<file path="src/rtl/csr_irq_regs.sv">
module csr_irq_regs #(
  parameter int          NEVT     = 8,
  parameter logic [31:0] ID_VALUE = 32'h5253_0102
) (
  input  logic            clk,
  input  logic            rst_n,
  input  logic [5:0]      addr,
  input  logic            rd,
  input  logic            wr,
  input  logic [31:0]     wdata,
  output logic [31:0]     rdata,
  output logic            rvalid,
  input  logic [NEVT-1:0] evt,
  output logic [31:0]     ctrl,
  output logic            irq
);
  localparam logic [3:0] IX_ID   = 4'd0;
  localparam logic [3:0] IX_CTRL = 4'd1;
  localparam logic [3:0] IX_GIE  = 4'd2;
  localparam logic [3:0] IX_IEN  = 4'd3;
  localparam logic [3:0] IX_STAT = 4'd4;

  logic [3:0]      idx;
  logic            gie;
  logic [NEVT-1:0] ien;
  logic [NEVT-1:0] status;
  logic [NEVT-1:0] clr;
  logic [31:0]     rmux;
  logic            rd_go;
  logic            unused_lo;

  assign idx       = addr[5:2];
  assign unused_lo = ^addr[1:0];
  assign rd_go     = rd && !wr;
  assign clr       = (wr && idx == IX_STAT) ? wdata[NEVT-1:0] : '0;
  assign irq       = gie && |(status & ien);

  always_comb begin
    case (idx)
      IX_ID:   rmux = ID_VALUE;
      IX_CTRL: rmux = ctrl;
      IX_GIE:  rmux = {31'b0, gie};
      IX_IEN:  rmux = 32'(ien);
      IX_STAT: rmux = 32'(status);
      default: rmux = '0;
    endcase
  end

  always_ff @(posedge clk) begin
    if (!rst_n) begin
      ctrl <= '0;
      gie  <= 1'b0;
      ien  <= '0;
    end else if (wr) begin
      if (idx == IX_CTRL) ctrl <= wdata;
      if (idx == IX_GIE)  gie  <= wdata[0];
      if (idx == IX_IEN)  ien  <= wdata[NEVT-1:0];
    end
  end

  always_ff @(posedge clk) begin
    if (!rst_n) status <= '0;
    else        status <= (status & ~clr) | evt;
  end

  always_ff @(posedge clk) begin
    if (!rst_n) begin
      rvalid <= 1'b0;
      rdata  <= '0;
    end else begin
      rvalid <= rd_go;
      if (rd_go) rdata <= rmux;
    end
  end
endmodule

</file>
<file path="config.mk">
export PLATFORM = sky130hd
export DESIGN_NAME = csr_irq_regs
export DESIGN_NICKNAME = d
export VERILOG_FILES = /design/src/rtl/csr_irq_regs.sv
export SDC_FILE = /design/constraint.sdc
export NUM_CORES = 1
export LEC_CHECK = 0
export CORE_MARGIN = 2
export CORE_UTILIZATION = 30
export CTS_CLUSTER_DIAMETER = 50
export CTS_CLUSTER_SIZE = 28
export DETAILED_ROUTE_END_ITERATION = 8
export DONT_BUFFER_PORTS = 1
export PLACE_DENSITY_LB_ADDON = 0.12
export SYNTH_ARGS = -nofsm -noshare
export SYNTH_HDL_FRONTEND = slang
export SYNTH_SLANG_ARGS = --single-unit
</file>
<file path="constraint.sdc">
create_clock -name clk -period 1.45 [get_ports clk]
set_input_delay 0.29 -clock clk [delete_from_list [all_inputs] [get_ports clk]]
set_output_delay 0.29 -clock clk [all_outputs]
set_load 0.1 [all_outputs]
</file>
**After elaboration in Yosys (flattened, before gate mapping)**

Index checks and enable logic that the tools add are counted.

- Bits in registers: 82
- Output and inout port bits: 66
- Input bits: 50

- Bitwise gates (word level): 4
- Muxes and demuxes: 2
- Reduce and logical (&&, ||, !) cells: 9
- Eq/ne operators: 4

Operator list:

| operator | count |
|---|---|
| case mux 32 bit (5 select lines) | 1 |
| bitwise AND 8 bit | 2 |
| == test 4 x 2 -> 1 bit, second input constant | 2 |
| 2-to-1 mux 8 bit | 1 |
| inverter 8 bit | 1 |
| bitwise OR 8 bit | 1 |
| OR reduction 8 bit | 1 |
| AND reduction 2 bit | 3 |
| == test 4 x 1 -> 1 bit, second input constant | 1 |
| == test 4 x 3 -> 1 bit, second input constant | 1 |
| zero test 4 bit | 1 |
| logical AND 1 bit | 3 |
| zero test 1 bit | 1 |

**Depth between registers and ports, before layout**

Gate-level depths: netlist of the first run.

- Depth after elaboration: 6
- Mapped depth: 7
- Mapped depth without buffers: 4

**Worst setup path after synthesis of the first run**

OpenSTA, ideal clock, no wires.

- Kind: register -> output
- Start: reg ien[3]
- End: out irq
- Stages on the path, launching flop included: 3
- Buffers on the path: 0
- Slack: -0.926 ns
- Required time: 1.160 ns
- Arrival: 2.086 ns
- Path through: dfxtp_1 -> a22oi_1 -> a41oi_1

- Word-level cells in the longest chain between the ends: 3

RTL lines:

| element | line | source |
|---|---|---|
| start, declared | 25 | `logic [NEVT-1:0] ien;` |
| start signal, assigned | 57 | `if (idx == IX_IEN) ien <= wdata[NEVT-1:0];` |
| bitwise AND 8 bit | 36 | `assign irq = gie && \|(status & ien);` |
| OR reduction 8 bit | 36 |  |
| logical AND 1 bit | 36 |  |
| end, declared | 15 | `output logic irq` |

No other way between the ends.

**Worst setup path in the final report of the first run**

- Start: reg status[6]
- End: out irq

- Word-level cells in the longest chain between the ends: 3

RTL lines:

| element | line | source |
|---|---|---|
| start, declared | 26 | `logic [NEVT-1:0] status;` |
| start signal, assigned | 63 | `else status <= (status & ~clr) \| evt;` |
| bitwise AND 8 bit | 36 |  |
| OR reduction 8 bit | 36 |  |
| logical AND 1 bit | 36 |  |

No other way between the ends.

==> results of run 1 <==
-- placed cells by master, fill, tap and decap left out, types with 6 or more instances in the layout --
| cell | n |
|---|---|
| a21oi_1 | 40 |
| nand3_1 | 11 |
| nand2_1 | 84 |
| a2bb2oi_1 | 6 |
| o21a_1 | 8 |
| dfxtp_1 | 63 |
| dfxtp_2 | 19 |
| buf_4 | 84 |
| nor2_1 | 14 |
| a22oi_2 | 14 |
| nor2_2 | 11 |
| a222oi_1 | 6 |
| a22oi_1 | 6 |
| clkbuf_8 | 9 |
| a21boi_0 | 8 |
| o21ai_0 | 16 |
-- report_power, final --
part           leakage (nW)  switching (W)  internal, W  total [W]
logic                 0.801       0.000237     0.000106   0.000343
clock network        0.0783       0.000880     0.000630    0.00151
registers             0.672      0.0000278      0.00229    0.00231
-- sequential cells by signal, indices dropped and copies added (netlist names) --
| register | cells |
|---|---|
| rvalid | 1 |
| rdata | 32 |
| ien | 8 |
| gie | 1 |
| ctrl | 32 |
| status | 8 |
-- path summary, 6_finish.rpt --
path                            slack (ns)  cells after the start   endpoint
worst min register to register        0.46                      2   rdata[8]
worst max-delay path                 -0.15                      3        irq
worst min-delay path                  0.05                      1  status[4]
worst max register to register        0.24                      4   rdata[0]
-- logic make-up after synthesis --
family | Yosys count | share of synthesized area
simple gates | 133 | 0.194
flops | 82 | 0.506
compound gates | 114 | 0.247
buf+inv | 33 | 0.0493
mux | 1 | 0.00347
-- through the flow --
stage | setup slack, ns | hold slack [ns] | TNS, ns
after CTS | -0.139 | 0.0309 | -0.139
after floorplan | 0.0239 | 0.414 | 0
final | -0.147 | 0.0466 | -0.147
after global routing | -0.204 | 0.0217 | -0.204
after global placement | 0.105 | 0.396 | 0
after detailed placement | 0.0969 | 0.405 | 0
-- timing repair --
item / 4_1_cts / 5_1_grt
endpoints found under the setup margin: 1 / 1
buffers inserted: 2 / 0
pin swaps: 4 / 2
endpoints found under the hold margin: 0 / 0
resized for setup: 13 / 0
-- final cells by class --
type / count / area, um^2 / share of cell area
flip-flops and latches: 82 / 1670 / 0.395
multi-input cells: 248 / 1490 / 0.352
repair buffers: 88 / 711 / 0.168
well taps: 136 / 170 / 0.0403
clock buffers: 9 / 124 / 0.0294
clock inverters: 7 / 52.6 / 0.0125
inverters: 3 / 11.3 / 0.00267
-- worst max-delay path: cells and delay by family (launching register included) --
family | cells | cell delay, ns
AO/OA/AOI/OAI | 2 | 0.42
buffers and inverters | 1 | 0.19
flip-flops | 1 | 0.35
-- layer usage --
layer  up-vias  GRT usage  wire, um
met3         7     0.0500       610
li1       1406          -         -
met2        76      0.267      4390
met5         -          0         0
met4         0     0.0412        74
met1      1332      0.204      4150
==> flow_metrics.tcl, run 1 <==
set metrics [dict create \
    status "complete, but fails checks" \
    violations "negative setup slack" \
    grt_usage 0.161 \
    fp.dieH_um 108 \
    max_freq_mhz 626 \
    dp_cells 555 \
    path_clk_slew_ns 0.09 \
    synth_edf_count 0 \
    cts_buffers 9 \
    worst_pin_slew_ns 0.355 \
    die_w_um 108 \
    fin_util 0.405 \
    yosys_warnings 0 \
    grt_first_pass_wirelength_um 14500 \
    slew_violations 0 \
    crit_type "flop to output pin" \
    worstPathCellList "a22oi_2 -> a41oi_4 -> buf_12" \
    drive_gt1_frac 0.359 \
    fin_area_um2 4220 \
    hp-start "rst_n" \
    power-per-cell-area_nw_per_um2 988 \
    synth_most_common_cell "nand2_1" \
    drt_iter0_drc 115 \
    fillers 1041 \
    core-area_um2 10400 \
    nNetsFinal 482 \
    max_stage_delay_ns 0.35 \
    syn2layout_area_growth_pct 30.0 \
    power_w 0.00417 \
    clkLatencyLatePin_ns 0.35 \
    drv_cap 0 \
    route.vias.total 2821 \
    boundaryPins 116 \
    drtAntennaViolNets 0 \
    crit_required_ns 1.16 \
    layout_min_cycle_time_ns 1.60 \
    portBuffers 0 \
    skew_ns 0.0114 \
    stdcell_count 573 \
    via_per_inst 4.92 \
    synth_nets 413 \
    dp_hpwl_um 6550 \
    initial_core_util 0.312 \
    cts_hold_buf 0 \
    r2r-start "status[0]" \
    finalHoldViolations 0 \
    cp-end-kind "output pin" \
    gp_congestion 0.777 \
    wl_per_cell_um 16.1 \
    min_path_type "input pin to flop" \
    antenna_found_initial 0 \
    yosysSeqAreaShare 0.506 \
    synth_commonest_cells "84 x nand2_1, 82 x dfxtp_1, 40 x a21oi_1" \
    cts_tree "built" \
    async_flop_share 0 \
    clockRootBuffer "clkbuf_8" \
    ys_top_cells_by_area "dfxtp_1 51%, nand2_1 9.7%, a21oi_1 6.2%" \
    num_rows 37 \
    clock_sinks 82 \
    drt_pass1_iterations 7 \
    synth_flop_cell "dfxtp_1" \
    cp_data_arrival_time_ns 1.31 \
    grt_pass1_vias 2778 \
    ctsHtreeMaxLevel 3 \
    antennaDiodeCount 0 \
    cts_buffer_depth 2 \
    final.setup.worst_slack_ns -0.147 \
    cp_max_fo 3 \
    grt.overflow.total 0 \
    grt_start_max_net_pins 51 \
    dieArea_um2 11700 \
    leakagePower_nw 1.55 \
    cpMaxStageDelayCell "dfxtp_2" \
    synth_top_area_cell "dfxtp_1" \
    ys_seq_elements 82 \
    ir_drop_uv 487 \
    startpoint "status[6]" \
    wl_um 9230 \
    syn_area_um2 3250 \
    max-slew-margin-rel 0.763 \
    finalSetupViolCount 1 \
    yosysTopAreaCellShare 0.506 \
    synth_cell_types 40 \
    route.detailed.drc 0 \
    synth_area_per_cell_um2 8.94 \
    cp-start-kind "flop" \
    syn_inst 363 \
    finalCritPeriodShare 1.10 \
    rsz0062_at_grt "yes" \
    place_area_um2 4000 \
]
No activity file was read; power rests on OpenSTA's default activity.
==> run 2, diff against run 1 <==
REMOVE_ABC_BUFFERS = 1   (was default)
==> run 2 against run 1 <==
The flow still finishes with violations (negative setup slack). Core utilization decreased by 0.71 points. Highest routed layer unchanged. First-iteration DRC count increased by 43%. Non-clock buffer count decreased by 6. Flip-flop and latch count unchanged. Final cell count decreased by 1.0%.
==> flow_metrics.tcl, run 2 (synthesis gave the netlist of run 1 again) <==
set metrics [dict create \
    status "complete, but fails checks" \
    violations "negative setup slack" \
    via_per_inst 4.97 \
    final_common_cell "nand2_1" \
    cts_tree "built" \
    reg.largest.list "ctrl x32, rdata x32" \
    hold_depth 1 \
    p_seq_frac 0.552 \
    place_area_um2 3940 \
    wl_per_cell_um 16.2 \
    skew_ns 0.00503 \
    route.vias.total 2816 \
    finalHoldViolations 0 \
    cp_max_fo 3 \
    boundaryPins 116 \
    antenna_found_initial 0 \
    antennaDiodeCount 0 \
    clock_sinks 82 \
    min_path_type "input pin to flop" \
    grt.overflow.total 0 \
    cp_top_family "compound AO/OA/AOI/OAI gates" \
    syn2layout_area_growth_pct 27.7 \
    clockRootBuffer "clkbuf_8" \
    drv_cap 0 \
    num_rows 37 \
    cts_buffer_depth 2 \
    wl_um 9200 \
    rsz0062_at_grt "yes" \
    portBuffers 0 \
    grt_first_pass_wirelength_um 14300 \
    p_sw_frac 0.260 \
    fin_area_um2 4150 \
    intPower_w 0.00310 \
    p_switching_w 0.00109 \
    leakagePower_nw 1.53 \
    fp.dieH_um 108 \
    route.detailed.drc 0 \
    cp-start-kind "flop" \
    pwr-share-comb 0.080 \
    nNetsFinal 476 \
    slew_violations 0 \
    r2r-start "status[0]" \
    cp-end-kind "output pin" \
    cts_buffers 9 \
    die_w_um 108 \
    gp_congestion 0.705 \
    post-place-ws_ns 0.0822 \
    hp-start "addr[2]" \
    max_stage_delay_ns 0.33 \
    drive_gt1_frac 0.313 \
    r2r_slack_ns 0.26 \
    hold_end "gie" \
    cp_num_buf_inv 1 \
    clkLatencyLatePin_ns 0.35 \
    drt_pass1_iterations 4 \
    crit_type "flop to output pin" \
    drtAntennaViolNets 0 \
    dieArea_um2 11700 \
    ir_drop_uv 470 \
    core-area_um2 10400 \
    max-slew-margin-rel 0.715 \
    power-per-cell-area_nw_per_um2 1010 \
    ff2ff_path_depth 4 \
    ctsHtreeMaxLevel 3 \
    grt_usage 0.161 \
    grt_start_max_net_pins 44 \
    grt_pass1_vias 2706 \
    drt_iter0_drc 164 \
    cpMaxStageDelayCell "dfxtp_1" \
    r2r-end "rdata[0]" \
    finalSetupViolCount 1 \
    dp_cells 550 \
    max_freq_mhz 634 \
    final_cell_mix "84 x nand2_1, 78 x buf_4, 77 x dfxtp_1, 40 x a21oi_1, 16 x o21ai_0" \
    layout_min_cycle_time_ns 1.58 \
    worstPathCellList "a22oi_1 -> a41oi_2 -> buf_12" \
    initial_core_util 0.312 \
    dp_hpwl_um 6280 \
    worst_pin_slew_ns 0.428 \
    path_clk_slew_ns 0.08 \
    stdcell_count 567 \
    setup_tns_ns -0.126 \
    p_clk_frac 0.368 \
    cp_data_arrival_time_ns 1.29 \
    final.setup.worst_slack_ns -0.126 \
    finalCritPeriodShare 1.09 \
    crit_required_ns 1.16 \
]
==> run 2: cell count changes in the layout (fill, tap and decap cells not counted), sizes merged <==
cell,before,now
clkinv,1,3
buf,88,82
clkinvlp,4,1
clkbuf,9,12
inv,5,3
==> run 2: layout make-up <==
| class | instances | area [um^2] |
|---|---|---|
| Fill cell | 1116 | 6270 |
| Sequential cell | 82 | 1650 |
| Multi-Input combinational cell | 248 | 1470 |
| Timing Repair Buffer | 82 | 666 |
| Tap cell | 136 | 170 |
| Clock buffer | 12 | 155 |
| Clock inverter | 4 | 26.3 |
| Inverter | 3 | 11.3 |
==> run 2: worst max path at each step <==
stage	start	endpoint	slack (ns)	cells after the start
detailed placement	wr	rdata[2]	0.08	4
CTS	ien[3]	irq	-0.17	3
floorplan	ien[3]	irq	-0.93	2
finish	status[7]	irq	-0.13	3
global placement	wr	rdata[5]	0.07	4
global route	ien[3]	irq	-0.20	3
==> run 2: stage by stage <==
step	total power (W)	hold slack, ns	util
after CTS	0.00425	0.00902	0.398
after global placement	0.00270	0.396	0.378
after floorplan	0.00260	0.391	-
final	0.00419	0.0307	0.398
after detailed placement	0.00270	0.398	0.378
after global routing	0.00437	0.0230	0.398
==> run 2: power by group through the flow <==
stage	logic (W)	clock network, W	registers, W
after floorplan	0.000128	0	0.00247
after global routing	0.000360	0.00169	0.00232
final	0.000335	0.00154	0.00231
after global placement	0.000337	0	0.00236
after CTS	0.000340	0.00160	0.00231
after detailed placement	0.000339	0	0.00236
==> run 2: repair_timing <==
item	4_1_cts	5_1_grt
hold buffers	0	0
setup endpoints to repair	1	1
setup buffers	1	0
resized for setup	5	3
pin swaps	2	1
==> run 2: per-layer routing <==
metal / vias to the layer above / global-route usage / wire length [um]
met4: 0 / 0.0751 / 186
met3: 13 / 0.0416 / 719
met2: 91 / 0.252 / 4270
li1: 1394 / - / -
met1: 1318 / 0.207 / 4020
met5: - / 0 / 0
==> run 2: worst register-to-register path: cells and delay by family, from the launching register on <==
family / cells / cell delay, ns
simple gates: 1 / 0.07
flops: 1 / 0.37
compound gates: 3 / 0.68
